$ cat config.mk
export PLATFORM = sky130hd
export DESIGN_NAME = uart_strobe_tx
export DESIGN_NICKNAME = d
export VERILOG_FILES = /design/src/rtl/tx_pkg.sv /design/src/rtl/tx_rst_sync.sv /design/src/rtl/tx_baud_div.sv /design/src/rtl/tx_hold_stage.sv /design/src/rtl/tx_frame_seq.sv /design/src/rtl/uart_strobe_tx.sv
export SDC_FILE = /design/constraint.sdc
export NUM_CORES = 1
export LEC_CHECK = 0
export ABC_CLOCK_PERIOD_IN_PS = 2150
export BUFFER_PORTS_ARGS = -buffer_cell sky130_fd_sc_hd__buf_2
export CORE_ASPECT_RATIO = 0.6
export CORE_MARGIN = 1
export CORE_UTILIZATION = 25
export DETAILED_ROUTE_END_ITERATION = 7
export GPL_ROUTABILITY_DRIVEN = 0
export HOLD_SLACK_MARGIN = 0.15
export PLACE_DENSITY = 0.46
export SYNTH_ARGS = -nofsm -noshare
export SYNTH_HDL_FRONTEND = slang
export SYNTH_HIERARCHICAL = 1
export SYNTH_SLANG_ARGS = --single-unit
$ cat constraint.sdc
create_clock -name clk_i -period 2.15 [get_ports clk_i]
set_input_delay 0.43 -clock clk_i [delete_from_list [all_inputs] [get_ports clk_i]]
set_output_delay 0.43 -clock clk_i [all_outputs]
set_load 0.01 [all_outputs]
$ cat src/rtl/tx_pkg.sv
package tx_pkg;
  typedef enum logic [2:0] {
    ST_IDLE = 3'd0,
    ST_DATA = 3'd1,
    ST_PAR  = 3'd2,
    ST_STOP = 3'd3,
    ST_END  = 3'd4
  } tx_state_e;
endpackage

$ cat src/rtl/tx_rst_sync.sv
module tx_rst_sync (
  input  logic clk_i,
  input  logic rst_ni,
  output logic rst_sync_no
);
  logic [1:0] sync_q;

  always_ff @(posedge clk_i or negedge rst_ni) begin
    if (!rst_ni) sync_q <= 2'b00;
    else         sync_q <= {sync_q[0], 1'b1};
  end

  assign rst_sync_no = sync_q[1] & rst_ni;
endmodule

$ cat src/rtl/tx_baud_div.sv
module tx_baud_div #(
  parameter int unsigned CLK_HZ  = 100_000_000,
  parameter int unsigned BAUD_HZ = 9600
) (
  input  logic clk_i,
  input  logic rst_ni,
  input  logic en_i,
  input  logic restart_i,
  output logic tick_o
);
  localparam int unsigned DIV_TC = (CLK_HZ / BAUD_HZ) - 1;
  localparam int unsigned CNT_W  = (DIV_TC < 1) ? 1 : $clog2(DIV_TC + 1);
  localparam logic [CNT_W-1:0] TC = CNT_W'(DIV_TC);

  logic [CNT_W-1:0] cnt_q, cnt_n;

  always_comb begin
    if (restart_i)        cnt_n = TC;
    else if (!en_i)       cnt_n = '0;
    else if (cnt_q == TC) cnt_n = '0;
    else                  cnt_n = cnt_q + 1'b1;
  end

  always_ff @(posedge clk_i or negedge rst_ni) begin
    if (!rst_ni) cnt_q <= '0;
    else         cnt_q <= cnt_n;
  end

  assign tick_o = en_i && (cnt_q == TC);

  a_r3_cnt_bound: assert property (@(posedge clk_i) disable iff (!rst_ni)
    cnt_q <= TC);

  generate
    if (DIV_TC > 0) begin : g_pulse_chk
      a_r3_tick_pulse: assert property (@(posedge clk_i) disable iff (!rst_ni)
        tick_o |=> !tick_o);
    end
  endgenerate
endmodule

$ cat src/rtl/tx_hold_stage.sv
module tx_hold_stage #(
  parameter int unsigned W = 8
) (
  input  logic         clk_i,
  input  logic         rst_ni,
  input  logic         load_i,
  input  logic [W-1:0] data_i,
  input  logic         take_i,
  output logic [W-1:0] hold_o,
  output logic         pend_o
);
  logic [W-1:0] hold_q, hold_n;
  logic         pend_q, pend_n;

  always_comb begin
    hold_n = hold_q;
    pend_n = pend_q;
    if (load_i) begin
      hold_n = data_i;
      pend_n = 1'b1;
    end else if (take_i) begin
      pend_n = 1'b0;
    end
  end

  always_ff @(posedge clk_i or negedge rst_ni) begin
    if (!rst_ni) begin
      hold_q <= '0;
      pend_q <= 1'b0;
    end else begin
      hold_q <= hold_n;
      pend_q <= pend_n;
    end
  end

  assign hold_o = hold_q;
  assign pend_o = pend_q;

  a_r7_pend_kept: assert property (@(posedge clk_i) disable iff (!rst_ni)
    (pend_q && !take_i) |=> pend_q);
endmodule

$ cat src/rtl/tx_frame_seq.sv
module tx_frame_seq
  import tx_pkg::*;
#(
  parameter int unsigned W = 8
) (
  input  logic         clk_i,
  input  logic         rst_ni,
  input  logic         tick_i,
  input  logic         pend_i,
  input  logic [W-1:0] hold_i,
  output logic         take_o,
  output logic         active_o,
  output logic         txd_o
);
  localparam int unsigned SH_W  = W + 1;
  localparam int unsigned BIT_W = $clog2(SH_W + 1);
  localparam logic [BIT_W-1:0] LAST_SHIFT = BIT_W'(W);

  tx_state_e        st_q, st_n;
  logic [SH_W-1:0]  sh_q, sh_n;
  logic [BIT_W-1:0] bit_q, bit_n;
  logic             par_q, par_n;
  logic             txd_q, txd_n;

  assign take_o = (st_q == ST_IDLE) && pend_i;

  always_comb begin
    st_n  = st_q;
    sh_n  = sh_q;
    bit_n = bit_q;
    par_n = par_q;
    txd_n = txd_q;
    unique case (st_q)
      ST_IDLE: begin
        txd_n = 1'b1;
        if (pend_i) begin
          sh_n  = {hold_i, 1'b0};
          par_n = ^hold_i;
          bit_n = '0;
          st_n  = ST_DATA;
        end
      end
      ST_DATA: begin
        if (tick_i) begin
          txd_n = sh_q[0];
          sh_n  = sh_q >> 1;
          bit_n = bit_q + 1'b1;
          if (bit_q == LAST_SHIFT) st_n = ST_PAR;
        end
      end
      ST_PAR: begin
        if (tick_i) begin
          txd_n = par_q;
          st_n  = ST_STOP;
        end
      end
      ST_STOP: begin
        if (tick_i) begin
          txd_n = 1'b1;
          st_n  = ST_END;
        end
      end
      ST_END: begin
        if (tick_i) st_n = ST_IDLE;
      end
      default: begin
        st_n  = ST_IDLE;
        txd_n = 1'b1;
      end
    endcase
  end

  always_ff @(posedge clk_i or negedge rst_ni) begin
    if (!rst_ni) begin
      st_q  <= ST_IDLE;
      sh_q  <= '0;
      bit_q <= '0;
      par_q <= 1'b0;
      txd_q <= 1'b1;
    end else begin
      st_q  <= st_n;
      sh_q  <= sh_n;
      bit_q <= bit_n;
      par_q <= par_n;
      txd_q <= txd_n;
    end
  end

  assign active_o = (st_q != ST_IDLE);
  assign txd_o    = txd_q;

  a_r2_start: assert property (@(posedge clk_i) disable iff (!rst_ni)
    take_o |=> (st_q == ST_DATA));

  a_r3_line_on_tick: assert property (@(posedge clk_i) disable iff (!rst_ni)
    !tick_i |=> $stable(txd_q));

  a_r4_start_low: assert property (@(posedge clk_i) disable iff (!rst_ni)
    (st_q == ST_DATA && bit_q == '0 && tick_i) |=> !txd_q);

  a_r6_idle_high: assert property (@(posedge clk_i) disable iff (!rst_ni)
    (st_q == ST_IDLE) |-> txd_q);
endmodule

$ cat src/rtl/uart_strobe_tx.sv
module uart_strobe_tx #(
  parameter int unsigned CLK_HZ  = 100_000_000,
  parameter int unsigned BAUD_HZ = 9600,
  parameter int unsigned DATA_W  = 8
) (
  input  logic              clk_i,
  input  logic              rst_ni,
  input  logic              load_i,
  input  logic [DATA_W-1:0] data_i,
  output logic              txd_o,
  output logic              busy_o
);
  logic              rst_n_int;
  logic              tick_w;
  logic              take_w;
  logic              active_w;
  logic              pend_w;
  logic [DATA_W-1:0] hold_w;

  tx_rst_sync u_rst (
    .clk_i       (clk_i),
    .rst_ni      (rst_ni),
    .rst_sync_no (rst_n_int)
  );

  tx_baud_div #(.CLK_HZ(CLK_HZ), .BAUD_HZ(BAUD_HZ)) u_div (
    .clk_i     (clk_i),
    .rst_ni    (rst_n_int),
    .en_i      (active_w),
    .restart_i (take_w),
    .tick_o    (tick_w)
  );

  tx_hold_stage #(.W(DATA_W)) u_hold (
    .clk_i  (clk_i),
    .rst_ni (rst_n_int),
    .load_i (load_i),
    .data_i (data_i),
    .take_i (take_w),
    .hold_o (hold_w),
    .pend_o (pend_w)
  );

  tx_frame_seq #(.W(DATA_W)) u_seq (
    .clk_i    (clk_i),
    .rst_ni   (rst_n_int),
    .tick_i   (tick_w),
    .pend_i   (pend_w),
    .hold_i   (hold_w),
    .take_o   (take_w),
    .active_o (active_w),
    .txd_o    (txd_o)
  );

  assign busy_o = active_w;

  a_r7_queued: assert property (@(posedge clk_i) disable iff (!rst_n_int)
    (busy_o && load_i) |=> pend_w);

  a_r6_line_idle: assert property (@(posedge clk_i) disable iff (!rst_n_int)
    !busy_o |-> txd_o);
endmodule

==> results of run 1 <==
## metrics by stage
step | TNS (ns) | power (mW) | util (%) | hold slack, ns
5_1_grt | 0 | 3.11 | 31.6 | 0.355
2_1_floorplan | 0 | 1.76 | - | 0.134
4_1_cts | 0 | 2.96 | 31.4 | 0.353
3_3_place_gp | -0.00816 | 2.04 | 29.3 | 0.220
6_report | 0 | 2.92 | 31.6 | 0.351
3_5_place_dp | 0 | 2.05 | 29.3 | 0.222
## power groups by stage
| stage | clock [mW] | combinational, mW | sequential, mW |
|---|---|---|---|
| finish | 0.891 | 0.871 | 1.16 |
| global route | 0.954 | 0.973 | 1.19 |
| CTS | 0.922 | 0.875 | 1.16 |
| detailed placement | 0 | 0.871 | 1.18 |
| global placement | 0 | 0.869 | 1.18 |
| floorplan | 0 | 0.574 | 1.19 |
## synth_stat cells (4+ instances only)
library cell,number,share of area (%)
dfrtp_1,42,48
xnor2_1,16,6.4
nor3_1,14,3.2
nand2_1,13,2.2
o21ai_1,10,2.3
mux2i_1,9,4.1
mux2_4,8,5.5
inv_1,7,1.2
nand3_1,7,1.6
a21oi_1,5,1.1
nor2_1,5,0.86
o21bai_1,5,1.7
ha_1,4,2.3
o21ai_0,4,0.91
## cell families (layout without fill, tap and decap cells)
| group | Yosys count | after routing | share of synthesized area (%) |
|---|---|---|---|
| buffers and inverters | 17 | 49 | 4.57 |
| and+or+nand+nor | 62 | 62 | 16.4 |
| DFF | 43 | 43 | 49.2 |
| other | 1 | 1 | 0.171 |
| AOI/OAI and AO/OA | 33 | 33 | 9.66 |
| muxes | 18 | 18 | 10.1 |
| adders and majority gates | 4 | 4 | 2.29 |
| xor gates and xnor gates | 19 | 19 | 7.60 |
## worst max-delay path: stages, from the launching register on
cell     delay [ns]
dfrtp_1        0.40
nor4b_2        0.35
nand4_1        0.18
nor2_2         0.19
nand2_4        0.06
a211o_1        0.35
buf_12         0.18
a22o_1         0.17
## state kept, by name, summed over array words and instances (netlist names)
name	flops
u_seq/bit_q	4
u_hold/pend_o	1
u_seq/st_q	3
u_div/cnt_q	14
u_seq/par_q	1
u_seq/sh_q	9
u_seq/txd_o	1
u_hold/hold_o	8
u_rst/sync_q	2
## layout make-up
| class | count | area, um2 | area share [%] |
|---|---|---|---|
| inverters | 7 | 26.3 | 0.981 |
| multi-input cells | 137 | 1020 | 38.2 |
| clock buffers | 5 | 125 | 4.67 |
| repair buffers | 34 | 240 | 8.97 |
| well taps | 112 | 140 | 5.23 |
| clock inverters | 3 | 47.5 | 1.77 |
| flip-flops and latches | 43 | 1080 | 40.2 |
## how the worst min path moves through the flow
| stage | from | endpoint | slack [ns] | depth (start not counted) |
|---|---|---|---|---|
| floorplan | rst_ni | u_rst/sync_q[0] | 0.13 | 0 |
| global placement | rst_ni | u_rst/sync_q[0] | 0.22 | 1 |
| detailed placement | rst_ni | u_rst/sync_q[0] | 0.22 | 1 |
| CTS | u_rst/sync_q[0] | u_rst/sync_q[1] | 0.35 | 0 |
| global route | u_rst/sync_q[0] | u_rst/sync_q[1] | 0.36 | 0 |
| finish | u_rst/sync_q[0] | u_rst/sync_q[1] | 0.35 | 0 |
## layer usage
metal | vias up | routed length, um | GRT usage [%]
met5 | - | 0 | 0
met4 | 0 | 65 | 5.28
met3 | 4 | 204 | 3.22
met2 | 29 | 1580 | 12.4
met1 | 706 | 2500 | 16.7
li1 | 744 | - | -
## repair_timing
item / CTS / global route
setup endpoints to repair: 0 / 12
gates resized for setup: 0 / 2
hold buffers: 1 / 0
endpoints found under the hold margin: 2 / 0
==> summary.md, run 1 <==
| Metric | Value |
|---|---|
| DRC errors left | 0 |
| CTS Buffer Depth | 2 |
| Share of layout cells above drive strength 1 | 27.9% |
| Worst R2R Setup Slack | 0.16 ns |
| Die area | 9150 um2 |
| Final setup viols | 0 |
| Final ANT Viol Nets | 0 |
| Nets@finish | 243 |
| Final instance area | 2680 um2 |
| Fin crit period | 1.99 ns |
| Largest net degree at the start of global routing | 42 |
| Synth async-reset ratio | 100% |
| Leading cell type in the layout, fill and taps excluded | dfrtp_1 |
| Antenna violations before repair | 0 |
| Gate Count Post-Synth | 197 |
| Post CTS Setup Buffer Count | 0 |
| Avg Inst Size Synth | 11.1 um2 |
| Die height | 74.5 um |
| Max Transition Viols Final | 0 |
| Final WS setup | 0.156 ns |
| Root buffer cell | clkbuf_16 |
| Switch share | 30.6% |
| Crit. End Element | flop |
| Fin cells | 341 |
| Clock Latency Late Sink | 0.29 ns |
| WS Path Type | reg -> reg |
| Worst Skew | 0.00923 ns |
| Crit path launch | u_div/cnt_q[10] |
| CTS sink count | 43 |
| Least-Margin Pin Slew | 0.547 ns |
| Peak VDD IR | 0.000379 V |
| ANT cells | 0 |
| Seq cells post-synth | 43 |
| RSZ-0062 raised after global routing | false |
| First-pass GRT wire length | 7090 um |
| Total GRT Usage | 10.6% |
| Placed cells | 332 |
| Die X | 123 um |
| Row cnt | 26 |
| CTS tree | done |
| DR WL/cell | 12.7 um |
| DPL Wire Length | 3060 um |
| Congestion Overflow GR | 0 |
| Final Hold Violating Endpoints | 0 |
| RR Startpoint | u_div/cnt_q[10] |
| Initial core utilization | 25.8% |
| Max Cap Violations | 0 |
| Post-synth EDFFs | 0 |
| PortBufs | 12 |
| Post-Syn Area | 2190 um2 |
| Placed Area | 2490 um2 |
| Vias in the first global route | 1,322 |
| Internal power | 2.03 mW |
| Num CTS Buffers | 5 |
| Slew headroom | 63.5% |
| Commonest cells after routing, fill and taps aside | dfrtp_1 (42), buf_4 (20), xnor2_1 (16) |
| Max Fclk | 0.502 GHz |
| Syn_nets | 212 |
| P_sw | 896 uW |
| Sequential share of power | 39.7% |
| Post-synthesis cell type count | 44 |
| Total number of vias | 1,483 |
| Clock power share | 30.5% |
| Core area | 8490 um2 |
| Min-delay worst type | reg -> reg |
| Layout area overhead | 22.3% |
| Dpl ws | 0.0601 ns |
| Clock transition at path regs | 0.07 ns |
| Vias/cell | 4.35 |
| Ys flop type | dfrtp_1 |
| Iteration-0 DRC count of the detailed router | 51 |
| Status | complete, no violations |
| R2R depth | 7 |
| H-tree Lvls | 2 |
| Power per cell area | 1090 nW/um2 |
| Filler Cell Count | 867 |
| Drt first pass iters | 4 |
| Sequential area share after synthesis | 49.2% |
| Routed WL | 4340 um |
| Worst setup endpoint | u_seq/sh_q[8] |
| Crit path max fanout | 15 |
| CP arrival | 2.18 ns |
| Period utilization | 92.7% |
| Required @ worst endpoint | 2.33 ns |
| Leakage | 1.22 nW |
| Ys Warns | 6 |
| Startpoint Class | flop |
| I/O pin total | 13 |
| Comb pwr share | 29.8% |
| Reg-to-reg endpoint | u_seq/sh_q[8] |
No activity file was read; power rests on OpenSTA's default activity.
==> run 2: changes to the inputs <==
--- a/config.mk
+++ b/config.mk
@@ -8,12 +8,13 @@
 export ABC_CLOCK_PERIOD_IN_PS = 2150
 export BUFFER_PORTS_ARGS = -buffer_cell sky130_fd_sc_hd__buf_2
 export CORE_ASPECT_RATIO = 0.6
-export CORE_MARGIN = 1
+export CORE_MARGIN = 5
 export CORE_UTILIZATION = 25
 export DETAILED_ROUTE_END_ITERATION = 7
 export GPL_ROUTABILITY_DRIVEN = 0
 export HOLD_SLACK_MARGIN = 0.15
 export PLACE_DENSITY = 0.46
+export SLEW_MARGIN = 40
 export SYNTH_ARGS = -nofsm -noshare
 export SYNTH_HDL_FRONTEND = slang
 export SYNTH_HIERARCHICAL = 1
==> run 2 against run 1 <==
Compared with the run above:
- clock skew shrank 0.0021 ns
- critical endpoint unchanged
- critical path type unchanged
- sequential power is essentially flat
- global-route usage shrank 1.5 points
- critical path depth is the same
- worst setup slack lost 0.013 ns
- flip-flop and latch count is the same
- largest power group unchanged
==> summary.md, run 2 (synthesis gave the netlist of run 1 again) <==
| Metric | Value |
|---|---|
| Layout area overhead | 21.8% |
| CP Cell Sequence | nor4b_2 -> nand4_1 -> nor2_2 -> nand2_4 -> a211o_1 -> buf_4 -> a22o_1 |
| Clock power share | 30.1% |
| CP peak stage delay | 0.39 ns |
| Initial core utilization | 25.7% |
| Row cnt | 26 |
| Required @ worst endpoint | 2.32 ns |
| Top Family by Delay on Critical Path | simple AND/OR/NAND/NOR gates |
| Hold WS | 0.354 ns |
| Max FFs per register | 14 |
| Antenna violations before repair | 0 |
| Num CTS Buffers | 5 |
| Nets@finish | 243 |
| Die area | 10,800 um2 |
| Buf+Inv Stages, Crit Path | 1 |
| Setup tns final | 0 ns |
| Drt first pass iters | 4 |
| Reg with most FFs | u_div/cnt_q |
| Sequential share of power | 40.3% |
| First-pass GRT wire length | 7430 um |
| Period utilization | 93.3% |
| Power per cell area | 1090 nW/um2 |
| Total Power | 2.90 mW |
| Post CTS Setup Buffer Count | 0 |
| Leakage | 1.21 nW |
| Placed cells | 332 |
| Critical-path top delay cell | dfrtp_1 |
| Final setup viols | 0 |
| Core area | 8520 um2 |
| Final ANT Viol Nets | 0 |
| PortBufs | 12 |
| CTS Buffer Depth | 2 |
| CTS tree | done |
| Placed Area | 2470 um2 |
| Max Transition Viols Final | 0 |
| DR WL/cell | 12.5 um |
| Final Hold Violating Endpoints | 0 |
| Clock Latency Late Sink | 0.28 ns |
| Crit path max fanout | 15 |
| Clock transition at path regs | 0.07 ns |
| Die X | 131 um |
| Commonest cells after routing, fill and taps aside | dfrtp_1 (42), buf_4 (21), xnor2_1 (16) |
| ANT cells | 0 |
| Fin crit period | 2.01 ns |
| Leading cell type in the layout, fill and taps excluded | dfrtp_1 |
| Vias/cell | 4.31 |
| Vias in the first global route | 1,430 |
| P_sw | 883 uW |
| Peak VDD IR | 0.000549 V |
| CP arrival | 2.18 ns |
| Startpoint Class | flop |
| Worst Skew | 0.00717 ns |
| Comb pwr share | 29.6% |
| Crit. End Element | flop |
| Congestion Overflow GR | 0 |
| Share of layout cells above drive strength 1 | 27.9% |
| Total GRT Usage | 9.07% |
| Root buffer cell | clkbuf_16 |
| Max Fclk | 0.498 GHz |
| Largest net degree at the start of global routing | 42 |
| DPL Wire Length | 3060 um |
| Min-delay worst type | reg -> reg |
| DRC errors left | 0 |
| Status | complete, no violations |
| Iteration-0 DRC count of the detailed router | 57 |
| WS Path Type | reg -> reg |
| Fin cells | 341 |
| Fin util | 31.3% |
| Die height | 82.5 um |
| Switch share | 30.4% |
| Internal power | 2.02 mW |
| I/O pin total | 13 |
| CTS sink count | 43 |
| Total number of vias | 1,469 |
| H-tree Lvls | 2 |
| Routed WL | 4260 um |
| Final WS setup | 0.143 ns |
| Slew headroom | 64.3% |
| Least-Margin Pin Slew | 0.535 ns |
| Dpl ws | -0.0230 ns |
| Max Cap Violations | 0 |
| Final instance area | 2670 um2 |
| RSZ-0062 raised after global routing | false |
==> run 2: changes by cell type in the layout (fill, tap and decap cells not counted) <==
cell	before	now
buf_12	1	0
buf_4	20	21
==> run 2: final cells by class <==
class | count | area [um2]
Fill cell | 896 | 5860
Sequential cell | 43 | 1080
Multi-Input combinational cell | 137 | 1020
Timing Repair Buffer | 34 | 228
Tap cell | 112 | 140
Clock buffer | 5 | 125
Clock inverter | 3 | 47.5
Inverter | 7 | 26.3
==> run 2: power by group through the flow <==
stage | clock (mW) | sequential [mW] | combinational (mW)
3_5_place_dp | 0 | 1.18 | 0.860
2_1_floorplan | 0 | 1.19 | 0.574
3_3_place_gp | 0 | 1.18 | 0.847
5_1_grt | 0.952 | 1.20 | 0.968
6_report | 0.875 | 1.17 | 0.858
4_1_cts | 0.908 | 1.17 | 0.869
==> run 2: routing by layer <==
| layer | vias up | GRT usage (%) | share of wire, % |
|---|---|---|---|
| li1 | 750 | - | - |
| met1 | 693 | 14.4 | 58 |
| met2 | 24 | 11.3 | 38 |
| met3 | 2 | 2.31 | 3.6 |
| met4 | 0 | 3.39 | 1.1 |
| met5 | - | 0 | 0 |
==> run 2: final timing paths <==
path | startpoint | end | slack, ns | cells after the start
max | u_div/cnt_q[10] | u_seq/sh_q[8] | 0.14 | 7
min | u_rst/sync_q[0] | u_rst/sync_q[1] | 0.35 | 0
max reg2reg | u_div/cnt_q[10] | u_seq/sh_q[8] | 0.14 | 7
min reg2reg | u_rst/sync_q[0] | u_rst/sync_q[1] | 0.35 | 0
max in group asynchronous | rst_ni | u_seq/txd_o | 0.86 | 4
min in group asynchronous | u_rst/sync_q[1] | u_hold/hold_o[6] | 0.42 | 2
==> run 2: repair_timing <==
item,in CTS,in global routing
gates resized for setup,1,1
hold buffers,1,0
endpoints found under the setup margin,1,5
endpoints found under the hold margin,2,0
==> run 2: worst reg2reg max path, stage by stage (launching register included) <==
cell and delay [ns]:
dfrtp_1 0.39, nor4b_2 0.37, nand4_1 0.18, nor2_2 0.18, nand2_4 0.06, a211o_1 0.33
buf_4 0.21, a22o_1 0.19
